==> src/rtl/alu_reuse_pkg.sv <==
// Shared types for the shared-adder ALU: opcode values, output select
// codes and the decoded control bundle.
package alu_reuse_pkg;

    // Opcode values seen at the op_i port.
    typedef enum logic [3:0] {
        OP_ADD  = 4'h0,
        OP_SUB  = 4'h1,
        OP_INC  = 4'h2,
        OP_DEC  = 4'h3,
        OP_AND  = 4'h4,
        OP_OR   = 4'h5,
        OP_XOR  = 4'h6,
        OP_NOTA = 4'h7,
        OP_NAND = 4'h8,
        OP_NOR  = 4'h9,
        OP_XNOR = 4'hA,
        OP_NEG  = 4'hB,
        OP_ANDN = 4'hC,
        OP_PASB = 4'hD,
        OP_ONES = 4'hE,
        OP_IDLE = 4'hF
    } alu_op_e;

    // Output select: which adder vector leaves the unit.
    typedef enum logic [1:0] {
        SEL_SUM  = 2'b00,
        SEL_PROP = 2'b01,
        SEL_GEN  = 2'b10,
        SEL_ANY  = 2'b11
    } out_sel_e;

    // Controls for the conditioning stages, the adder and the output select.
    typedef struct packed {
        logic     a_set;
        logic     a_clr;
        logic     a_inv;
        logic     b_clr;
        logic     b_inv;
        logic     cin;
        out_sel_e sel;
    } alu_ctrl_t;

    localparam alu_ctrl_t CTRL_NONE = '{a_set: 1'b0, a_clr: 1'b0, a_inv: 1'b0,
                                        b_clr: 1'b0, b_inv: 1'b0, cin: 1'b0,
                                        sel: SEL_SUM};

endpackage

==> src/rtl/alu_op_decode.sv <==
// Opcode decoder.
// Turns the 4-bit opcode into conditioning controls, the carry-in and the
// output select. It assumes the opcode is stable for the whole evaluation;
// it holds no state.
module alu_op_decode
    import alu_reuse_pkg::*;
(
    input  logic [3:0] op_i,
    output alu_ctrl_t  ctrl_o
);

    // Table of control settings, one entry per opcode.
    always_comb begin
        ctrl_o = CTRL_NONE;
        case (alu_op_e'(op_i))
            OP_ADD:  ctrl_o.sel = SEL_SUM;
            OP_SUB:  begin ctrl_o.b_inv = 1'b1; ctrl_o.cin = 1'b1; end
            OP_INC:  begin ctrl_o.b_clr = 1'b1; ctrl_o.cin = 1'b1; end
            OP_DEC:  begin ctrl_o.b_clr = 1'b1; ctrl_o.b_inv = 1'b1; end
            OP_AND:  ctrl_o.sel = SEL_GEN;
            OP_OR:   ctrl_o.sel = SEL_ANY;
            OP_XOR:  ctrl_o.sel = SEL_PROP;
            OP_NOTA: begin
                ctrl_o.a_inv = 1'b1; ctrl_o.b_clr = 1'b1; ctrl_o.sel = SEL_PROP;
            end
            OP_NAND: begin
                ctrl_o.a_inv = 1'b1; ctrl_o.b_inv = 1'b1; ctrl_o.sel = SEL_ANY;
            end
            OP_NOR:  begin
                ctrl_o.a_inv = 1'b1; ctrl_o.b_inv = 1'b1; ctrl_o.sel = SEL_GEN;
            end
            OP_XNOR: begin ctrl_o.a_inv = 1'b1; ctrl_o.sel = SEL_PROP; end
            OP_NEG:  begin
                ctrl_o.a_inv = 1'b1; ctrl_o.b_clr = 1'b1; ctrl_o.cin = 1'b1;
            end
            OP_ANDN: begin ctrl_o.b_inv = 1'b1; ctrl_o.sel = SEL_GEN; end
            OP_PASB: begin ctrl_o.a_clr = 1'b1; ctrl_o.sel = SEL_PROP; end
            OP_ONES: begin
                ctrl_o.a_set = 1'b1; ctrl_o.b_clr = 1'b1; ctrl_o.sel = SEL_PROP;
            end
            default: begin
                ctrl_o.a_clr = 1'b1; ctrl_o.b_clr = 1'b1; ctrl_o.sel = SEL_PROP;
            end
        endcase
    end

endmodule

==> src/rtl/alu_operand_cond.sv <==
// Operand conditioning stage.
// It forces the operand to zero or, when HAS_SET is 1, to all ones. It then
// optionally inverts it. Clear wins over set, and the inversion acts on the
// forced value, so clear plus invert gives all ones. With HAS_SET = 0 the
// set input is ignored.
module alu_operand_cond #(
    parameter int WIDTH   = 32,
    parameter bit HAS_SET = 1'b1
) (
    input  logic [WIDTH-1:0] opnd_i,
    input  logic             set_i,
    input  logic             clr_i,
    input  logic             inv_i,
    output logic [WIDTH-1:0] opnd_o
);

    logic [WIDTH-1:0] forced;

    generate
        if (HAS_SET) begin : g_set_clr
            // Force stage with both set and clear, clear taking priority.
            always_comb begin
                if (clr_i)      forced = '0;
                else if (set_i) forced = '1;
                else            forced = opnd_i;
            end
        end else begin : g_clr_only
            logic unused_set;
            assign unused_set = set_i;
            // Force stage with clear only.
            always_comb forced = clr_i ? '0 : opnd_i;
        end
    endgenerate

    // Inversion after the force stage.
    always_comb opnd_o = inv_i ? ~forced : forced;

endmodule

==> src/rtl/alu_shared_adder.sv <==
// The one adder of the unit.
// It gives the sum, the carry out of the top bit and its bitwise half-sum
// and generate vectors, which serve as the logic results.
module alu_shared_adder #(
    parameter int WIDTH = 32
) (
    input  logic [WIDTH-1:0] x_i,
    input  logic [WIDTH-1:0] y_i,
    input  logic             cin_i,
    output logic [WIDTH-1:0] sum_o,
    output logic             cout_o,
    output logic [WIDTH-1:0] prop_o,
    output logic [WIDTH-1:0] gen_o
);

    localparam int EXT = WIDTH + 1;

    logic [EXT-1:0] total;

    // Full-width addition with the carry bit widened in place.
    always_comb total = {1'b0, x_i} + {1'b0, y_i} + {{WIDTH{1'b0}}, cin_i};

    // Split the sum and form the bitwise vectors.
    always_comb begin
        sum_o  = total[WIDTH-1:0];
        cout_o = total[WIDTH];
        prop_o = x_i ^ y_i;
        gen_o  = x_i & y_i;
    end

endmodule

==> src/rtl/alu_reuse_core.sv <==
// Shared-adder ALU, top level.
// Decoder, two conditioning stages, one adder and an output select. It is
// purely combinational. The carry-out is passed on only when the sum is
// selected.
module alu_reuse_core
    import alu_reuse_pkg::*;
#(
    parameter int WIDTH = 32
) (
    input  logic [3:0]       op_i,
    input  logic [WIDTH-1:0] a_i,
    input  logic [WIDTH-1:0] b_i,
    output logic [WIDTH-1:0] result_o,
    output logic             carry_o
);

    alu_ctrl_t        ctrl;
    logic [WIDTH-1:0] a_cond, b_cond, sum, prop, gen;
    logic             cout;

    alu_op_decode u_dec (.op_i(op_i), .ctrl_o(ctrl));

    alu_operand_cond #(.WIDTH(WIDTH), .HAS_SET(1'b1)) u_cond_a (
        .opnd_i(a_i), .set_i(ctrl.a_set), .clr_i(ctrl.a_clr),
        .inv_i(ctrl.a_inv), .opnd_o(a_cond));

    alu_operand_cond #(.WIDTH(WIDTH), .HAS_SET(1'b0)) u_cond_b (
        .opnd_i(b_i), .set_i(1'b0), .clr_i(ctrl.b_clr),
        .inv_i(ctrl.b_inv), .opnd_o(b_cond));

    alu_shared_adder #(.WIDTH(WIDTH)) u_add (
        .x_i(a_cond), .y_i(b_cond), .cin_i(ctrl.cin),
        .sum_o(sum), .cout_o(cout), .prop_o(prop), .gen_o(gen));

    // Output select; the carry leaves only with the sum.
    always_comb begin
        carry_o = 1'b0;
        case (ctrl.sel)
            SEL_SUM:  begin result_o = sum; carry_o = cout; end
            SEL_PROP: result_o = prop;
            SEL_GEN:  result_o = gen;
            default:  result_o = prop ^ gen;
        endcase
    end

    // Reference values for the port checks below.
    logic [WIDTH:0] chk_add;
    logic [WIDTH-1:0] chk_sub;
    always_comb begin
        chk_add = {1'b0, a_i} + {1'b0, b_i};
        chk_sub = a_i - b_i;
    end

    // Port-level checks of the whole decode-condition-add-select path.
    always_comb begin
        if (op_i == OP_ADD)
            assert_add_sum_R1: assert ({carry_o, result_o} == chk_add);
        if (op_i == OP_SUB)
            assert_sub_borrow_R2: assert (result_o == chk_sub && carry_o == (a_i >= b_i));
        if (op_i == OP_XOR)
            assert_xor_path_R5: assert (result_o == (a_i ^ b_i));
        if (op_i == OP_IDLE)
            assert_idle_zero_R8: assert (result_o == '0 && !carry_o);
        if (op_i >= OP_AND && op_i != OP_NEG)
            assert_logic_no_carry_R9: assert (!carry_o);
    end

endmodule

==> config.mk <==
export PLATFORM = sky130hd
export DESIGN_NAME = alu_reuse_core
export DESIGN_NICKNAME = d
export VERILOG_FILES = /design/src/rtl/alu_reuse_pkg.sv /design/src/rtl/alu_op_decode.sv /design/src/rtl/alu_operand_cond.sv /design/src/rtl/alu_shared_adder.sv /design/src/rtl/alu_reuse_core.sv
export SDC_FILE = /design/constraint.sdc
export NUM_CORES = 1
export LEC_CHECK = 0
export ABC_AREA = 1
export CORE_MARGIN = 1.5
export CORE_UTILIZATION = 55
export DETAILED_ROUTE_END_ITERATION = 6
export PLACE_DENSITY_LB_ADDON = 0.25
export SETUP_SLACK_MARGIN = 0.5
export SYNTH_ARGS = -nofsm -noshare
export SYNTH_HDL_FRONTEND = slang
export SYNTH_SLANG_ARGS = --single-unit
==> constraint.sdc <==
create_clock -name vclk -period 9.1
set_input_delay 2.73 -clock vclk [all_inputs]
set_output_delay 2.73 -clock vclk [all_outputs]
set_load 0.005 [all_outputs]
==> results of run 1 <==
-- synthesized netlist by cell type, types with 2 or more instances --
cell       number  area share
buf_2          16       0.015
nand3b_1        8       0.012
nor3_1          5      0.0048
xnor2_1         9       0.015
nor2_4          2      0.0043
inv_1         214        0.15
nand2_4         2      0.0043
buf_6           4      0.0086
clkbuf_1        9      0.0065
o21ai_2         2      0.0034
o22ai_1        16       0.019
fa_1            2      0.0077
a22oi_1         3      0.0043
inv_2           6      0.0043
or2_1           4      0.0048
buf_4           2      0.0029
and2_1          3      0.0036
xor2_1         58       0.097
nand3_1        66       0.063
nand2_1       323        0.23
a21oi_1        28       0.027
o2111ai_1       7       0.012
nand4_1        14       0.017
or2_2          15       0.018
o21ai_0        43       0.041
nor2_1         47       0.034
ha_1           64        0.15
or2_0          11       0.013
-- cells in the final DEF (no fill, tap or decap), drive strengths merged --
| master | Yosys | final |
|---|---|---|
| a21oi | 30 | 30 |
| a22oi | 3 | 3 |
| a31oi | 1 | 1 |
| and2 | 3 | 3 |
| buf | 22 | 103 |
| clkbuf | 9 | 1 |
| clkdlybuf4s15 | 0 | 1 |
| clkdlybuf4s50 | 0 | 74 |
| dlygate4sd2 | 0 | 1 |
| dlymetal6s2s | 0 | 22 |
| fa | 2 | 2 |
| ha | 64 | 64 |
| inv | 221 | 221 |
| nand2 | 325 | 325 |
| nand3 | 66 | 66 |
| nand3b | 8 | 8 |
| nand4 | 14 | 14 |
| nor2 | 50 | 50 |
| nor3 | 5 | 5 |
| o2111ai | 7 | 7 |
| o211ai | 1 | 1 |
| o21ai | 45 | 45 |
| o21bai | 1 | 1 |
| o22ai | 16 | 16 |
| o31ai | 2 | 2 |
| or2 | 30 | 30 |
| xnor2 | 9 | 9 |
| xor2 | 58 | 58 |
-- timing repair --
item | CTS | global route
setup buffers | 11 | 13
setup endpoints to repair | 32 | 31
pin swaps | 8 | 30
gates resized for setup | 102 | 154
cloned | 1 | 0
-- cell type report --
| cell class | count | area [µm²] | area share |
|---|---|---|---|
| timing repair buffer | 202 | 1890 | 0.232 |
| inverter | 221 | 835 | 0.102 |
| tap | 111 | 139 | 0.0170 |
| multi-input combinational | 740 | 5300 | 0.649 |
-- routing by layer --
layer / wire [µm] / global-route usage
met2: 10900 / 0.671
met3: 3430 / 0.0599
met1: 9270 / 0.539
met5: 0 / 0
met4: 2160 / 0.142
-- how the worst min path moves through the flow --
stage                   to  slack, ns  depth (start not counted)
6_report       result_o[4]       6.38                          7
3_3_place_gp   result_o[2]       6.71                          7
4_1_cts            carry_o       6.53                          6
3_5_place_dp   result_o[3]       6.73                          7
5_1_grt        result_o[4]       6.42                          7
2_1_floorplan  result_o[0]       5.75                          4
-- power breakdown --
group	switching [µW]	internal (µW)
Combinational	656	473
Sequential	0	0
Clock	0	0
-- logic make-up (layout without fill, tap and decap cells) --
logic type	Yosys count	after routing
adder cells (fa/ha/maj)	66	66
AO/OA/AOI/OAI	106	106
XOR/XNOR	67	67
buffers and inverters	252	423
AND/OR/NAND/NOR	501	501
-- metrics by stage --
stage,total power [µW],util
detailed placement,835,0.741
floorplan,500,-
CTS,923,0.811
finish,1130,0.888
global placement,822,0.741
global route,1190,0.888
==> reports/results.ini, run 1 <==
[power_and_ir_drop]
p_per_area_nw_per_um2 = 138
leakage_uw = 0.00451
ir_drop_mv = 0.0722

[drt]
drtPass1Iterations = 7
wire_per_inst_um = 20.2
viasPerCell = 6.07
remaining_drc_errors = 186
dr.first_iter.drc_count = 1330
finalWirelength_um = 25700
ant_nets = 0
dr_total_vias = 7739

[timing]
rsz0062_at_grt = true
finalSetupViolations = 0
final_max_slew_viol_count = 0
fmax_ghz = 0.112
worst_hold_slack_ns = 6.38
tightest_slew_ns = 1.19
layout_min_cycle_time_ns = 8.96
slew_headroom = 0.207
setup_tns_ns = 0
finalCritPeriodShare = 0.985
timing.final.hold_violations = 0
fin_ws_ns = 0.136

[synthesis]
synth_xor_area_frac = 0.113
syn_area_um2 = 5210
synth_cell_types = 37
synth.avg_cell_area_um2 = 5.25
synth_top_family_by_area = simple AND/OR/NAND/NOR gates
synth-simple-area-share = 0.412
syn-num-nets = 1126
synth_cells = 992
yosysWarnings = 0
synth_compound_area_frac = 0.121
ys_seq_area_frac = 0
synthAdderAreaFrac = 0.161
synthMuxAreaShare = 0

[placed_design]
port_buffers = 101
dp_hpwl_um = 14400
place_inst = 1249
place_ws_ns = -0.0847
place_area_um2 = 6810
globalplace.congestion = 0.984

[worst_setup_path]
path_buf_inv = 7
cp_slowest_cell = clkdlybuf4s50_1
crit_cells = 19
start_kind = input port
cp-startpoint = op_i[0]
cpMostUsedCell = nand3_1
worstPathArrival_ns = 6.23
crit_type = in2out
endpoint_kind = primary output
cp_data_required_time_ns = 6.37
cp_max_fo = 6
cpPeakStageDelay_ns = 0.51
crit_chain = clkdlybuf4s15_2 > buf_4 > o31ai_4 > buf_6 > buf_6 > buf_4 > nand2_1 > xor2_2 > inv_1 > ha_4 > nand2_2 > nor2_4 > nand2_1 > nor2_1 > nand2_2 > nand3_1 > nand3_1 > nand3_1 > clkdlybuf4s50_1
crit_path_end = result_o[26]
crit_family = buffers and inverters

[layout]
regArea_um2 = 0
diodes = 0
fin_area_um2 = 8170
fin_cells = 1274
layout-drive-gt1-share = 0.271
area_growth_pct = 56.7
n_fill_cell = 466
seq_cells = 0
nNetsFinal = 1299
num-clock-buffers = 0

[outcome]
failed_checks = DRC
status = finished, violations left

[min_path]
hold_path_class = in2out
worstHoldStart = op_i[3]

[floorplanning]
initial_core_util = 0.567
die_y_um = 100
die_x_um = 100
dieArea_um2 = 10100
rows = 35
core_area_um2 = 9200
io-pin-count = 101

[global_routing]
antenna_found_initial = 0
overflow = 0
grt_pass1_wl_um = 32100
grt_max_degree = 33
grtUsageTotal = 0.406
grt_pass1_vias = 6494

[run]
max-cap-violations = 0

[clock_network]
ctsHoldBuffers = 0

(Power assumes the default switching activity.)
==> run 2, diff against run 1 <==
--- a/config.mk
+++ b/config.mk
@@ -5,9 +5,8 @@
 export SDC_FILE = /design/constraint.sdc
 export NUM_CORES = 1
 export LEC_CHECK = 0
-export ABC_AREA = 1
 export CORE_MARGIN = 1.5
-export CORE_UTILIZATION = 55
+export CORE_UTILIZATION = 53
 export DETAILED_ROUTE_END_ITERATION = 6
 export PLACE_DENSITY_LB_ADDON = 0.25
 export SETUP_SLACK_MARGIN = 0.5
==> reports/results.ini, run 2 <==
[outcome]
status = stopped before the end
stop_stage = 5_1_grt
error = [ERROR GRT-0232] Routing congestion too high. Check the congestion heatmap in the GUI.

[synthesis]
synth.avg_cell_area_um2 = 6.42  ; +22%
ys_seq_area_frac = 0  ; unchanged
yosys-top-cells-count = a21oi_1 (83), nand2_1 (82), inv_1 (71), ha_1 (64), xnor2_1 (57)
synthTopCellsByArea = ha_1 (19%), xnor2_1 (12%), a21oi_1 (9.9%), nand2_1 (7.4%), inv_1 (6.4%)
synth_cells = 652  ; -34%
yosysWarnings = 0  ; unchanged
synth_cell_types = 55  ; +49%
yosysMostFrequentCell = a21oi_1
yosysTopAreaCellShare = 0.191  ; -0.0413
syn-num-nets = 786  ; -30%
synth_largest_area_cell = ha_1
syn_area_um2 = 4190  ; -20%

[timing]
worst_endpoint_kind = top-level output
worst_endpoint = result_o[30]

[placed_design]
dp_hpwl_um = 12300  ; -15%
port_buffers = 101  ; unchanged
globalplace.congestion = 1.07  ; +8.4%
place_area_um2 = 6290  ; -7.7%

[floorplanning]
initial_core_util = 0.545  ; -0.0222
rows = 32  ; -8.6%
die_y_um = 91.9  ; -8.4%
die_x_um = 91.9  ; -8.4%
io-pin-count = 101  ; unchanged

[global_routing]
grtUsageTotal = 1.06
grt_max_degree = 25
overflow = 1057

[clock_network]
ctsHoldBuffers = 0  ; unchanged

[run 2: cell count changes after synthesis, sizes merged, moves of 27 or more]
cell,change
clkbuf,+27
a21oi,+53
inv,-150
nand3,-59
or2,-30
xnor2,+48
nand2,-243
xor2,-28
[run 2: repair_timing]
item / 4_1_cts
resized for setup: 163
buffers inserted: 25
endpoints found under the hold margin: 0
pin swaps: 53
endpoints found under the setup margin: 31
cloned: 1
[run 2: stage by stage]
step,hold slack (ns),std cells,setup TNS [ns],setup WS (ns)
3_5_place_dp,6.70,953,-10.77,-0.637
4_1_cts,6.36,979,0,0.225
3_3_place_gp,6.68,953,-8.49,-0.543
2_1_floorplan,5.83,652,0,0.494
[run 2: kinds of logic after synthesis]
logic type                 count (synthesis)  synth area share
xor gates and xnor gates                  87             0.182
adders and majority gates                 66             0.201
and+or+nand+nor                          177             0.180
muxes                                      2           0.00478
buffers and inverters                    115             0.107
AOI/OAI and AO/OA                        205             0.325
[run 2: per-layer routing]
| layer | GRT overflow | GRT usage |
|---|---|---|
| met4 | 206 | 1.21 |
| met2 | 828 | 1.50 |
| met3 | 9 | 0.711 |
| met5 | 0 | 0.301 |
| met1 | 14 | 0.908 |
==> run 3, diff against run 2 <==
--- a/config.mk
+++ b/config.mk
@@ -6,10 +6,9 @@
 export NUM_CORES = 1
 export LEC_CHECK = 0
 export CORE_MARGIN = 1.5
-export CORE_UTILIZATION = 53
+export CORE_UTILIZATION = 40
 export DETAILED_ROUTE_END_ITERATION = 6
-export PLACE_DENSITY_LB_ADDON = 0.25
-export SETUP_SLACK_MARGIN = 0.5
+export PLACE_DENSITY_LB_ADDON = 0.15
 export SYNTH_ARGS = -nofsm -noshare
 export SYNTH_HDL_FRONTEND = slang
 export SYNTH_SLANG_ARGS = --single-unit
==> reports/results.ini, run 3 <==
[outcome]
status = finished clean

[timing]
finalCritPeriodShare = 0.987
finalSetupViolations = 0
rsz0062_at_grt = true
timing.final.hold_violations = 0
layout_min_cycle_time_ns = 8.98
slew_headroom = 0.244
tightest_slew_ns = 1.13
final_max_slew_viol_count = 0
fmax_ghz = 0.111

[worst_setup_path]
endpoint_kind = primary output
start_kind = input port
cpPeakStageDelay_ns = 0.41
cp_data_required_time_ns = 6.37
crit_chain = clkdlybuf4s15_1 > nand2_2 > o211ai_1 > xnor2_2 > inv_2 > fa_2 > inv_2 > fa_2 > and2b_1 > o211a_1 > o211ai_1 > o31ai_1 > buf_4 > buf_4 > a211oi_4 > buf_4 > o31ai_2 > buf_4 > a311oi_2 > buf_2
cpMostUsedCell = buf_4
worstPathArrival_ns = 6.25
cp_slowest_cell = fa_2
crit_type = in2out
cp_max_fo = 4

[floorplanning]
core_area_um2 = 10200
initial_core_util = 0.409  ; -0.135
rows = 37  ; +16%
die_y_um = 105  ; +15%
io-pin-count = 101  ; unchanged
dieArea_um2 = 11100
die_x_um = 105  ; +15%

[global_routing]
antenna_found_initial = 0
grt_pass1_wl_um = 25900
grtUsageTotal = 0.283
grt_pass1_vias = 5405
overflow = 0
grt_max_degree = 25

[layout]
layout-drive-gt1-share = 0.281
area_growth_pct = 63.4
fin_cells = 1022
seq_cells = 0
diodes = 0
mostFrequentLayoutCell = buf_4
n_fill_cell = 933
nNetsFinal = 1022
final_cell_mix = buf_4 (168), nand2_1 (79), clkdlybuf4s50_1 (79), a21oi_1 (76), inv_1 (69)
multi_input_area_um2 = 4030
num-clock-buffers = 0
fin_area_um2 = 6840
regArea_um2 = 0

[power_and_ir_drop]
p_sw_frac = 0.480
ir_drop_mv = 0.0797
pwr-share-clk = 0
pwr-share-seq = 0
leakage_uw = 0.00333
internal-power_uw = 506
comb_power_share = 1.000
p_per_area_nw_per_um2 = 142
net-switching-power_uw = 467

[synthesis]
ys_seq_area_frac = 0  ; unchanged
synth_cell_types = 55  ; unchanged
yosysMostFrequentCell = a21oi_1
synth.avg_cell_area_um2 = 6.42  ; unchanged
synth_largest_area_cell = ha_1
synthAdderAreaFrac = 0.201  ; unchanged
syn-num-nets = 786  ; unchanged
synth_cells = 652  ; unchanged
synthMuxAreaShare = 0.00478  ; unchanged
yosysWarnings = 0  ; unchanged
synth_xor_area_frac = 0.182  ; unchanged
synthTopCellsByArea = ha_1 (19%), xnor2_1 (12%), a21oi_1 (9.9%), nand2_1 (7.4%), inv_1 (6.4%)
syn_area_um2 = 4190  ; unchanged
synth_top_family_by_area = compound AO/OA/AOI/OAI gates
synth-simple-area-share = 0.180  ; unchanged
yosysTopAreaCellShare = 0.191  ; unchanged
synth_compound_area_frac = 0.325  ; unchanged
yosys-top-cells-count = a21oi_1 (83), nand2_1 (82), inv_1 (71), ha_1 (64), xnor2_1 (57)

[drt]
ant_nets = 0
dr_total_vias = 5483
remaining_drc_errors = 0
finalWirelength_um = 16200
dr.first_iter.drc_count = 271
drtPass1Iterations = 5
wire_per_inst_um = 15.9
viasPerCell = 5.36

[clock_network]
ctsHoldBuffers = 0  ; unchanged

[run]
max-cap-violations = 0

[placed_design]
port_buffers = 101  ; unchanged
place_area_um2 = 6450  ; +2.5%
dp_hpwl_um = 12500  ; +1.4%
globalplace.congestion = 0.941  ; -12%
place_inst = 1005  ; +5.5%

[min_path]
hold_path_class = in2out

run 3: cell counts after synthesis:
Identical to the previous run, type by type.
run 3: repair_timing:
item / in CTS / in global routing
gates cloned: 1 / 0
resized for setup: 75 / 33
pin swaps: 26 / 22
endpoints found under the setup margin: 27 / 19
setup buffers: 12 / 4
run 3: metrics by stage:
step	total power, µW	setup slack [ns]	hold slack, ns	TNS [ns]	utilization
after floorplan	476	0.0857	5.83	0	-
final	973	0.121	6.42	0	0.668
after global routing	1060	-0.0895	6.50	-0.111	0.668
after CTS	941	0.00220	6.42	0	0.655
after global placement	899	-0.643	6.70	-10.53	0.630
after detailed placement	911	-0.724	6.71	-12.05	0.630
run 3: cell families after synthesis:
logic type,after synthesis
buf+inv,115
xor+xnor,87
simple gates,177
fa+ha+maj,66
compound gates,205
mux,2
run 3: per-layer routing:
metal  up-vias  routed length (µm)  track usage
met5         -                   0            0
met4         0                  77       0.0196
met3         6                 843      0.00742
met2       159                8060        0.539
met1      2611                7250        0.366
li1       2707                   -            -
run 3: final cells by class:
cell class         count  area share
well taps            136      0.0249
multi-input cells    537       0.589
inverters             71      0.0390
repair buffers       278       0.347
run 3: power groups by stage:
stage	clock, µW	sequential (µW)	combinational (µW)
floorplan	0	0	476
global placement	0	0	899
detailed placement	0	0	911
CTS	0	0	941
global route	0	0	1060
finish	0	0	973
run 3: worst max-delay path, delay by kind of cell:
family,cells,cell delay (ns)
xor+xnor,1,0.26
fa+ha+maj,2,0.60
simple gates,2,0.29
buf+inv,8,1.09
compound gates,7,1.27
run 3: worst paths after layout:
kind                 from           end  slack [ns]  cells past startpoint
hold / removal    b_i[22]  result_o[22]        6.42                      6
setup / recovery  op_i[1]  result_o[30]        0.12                     20
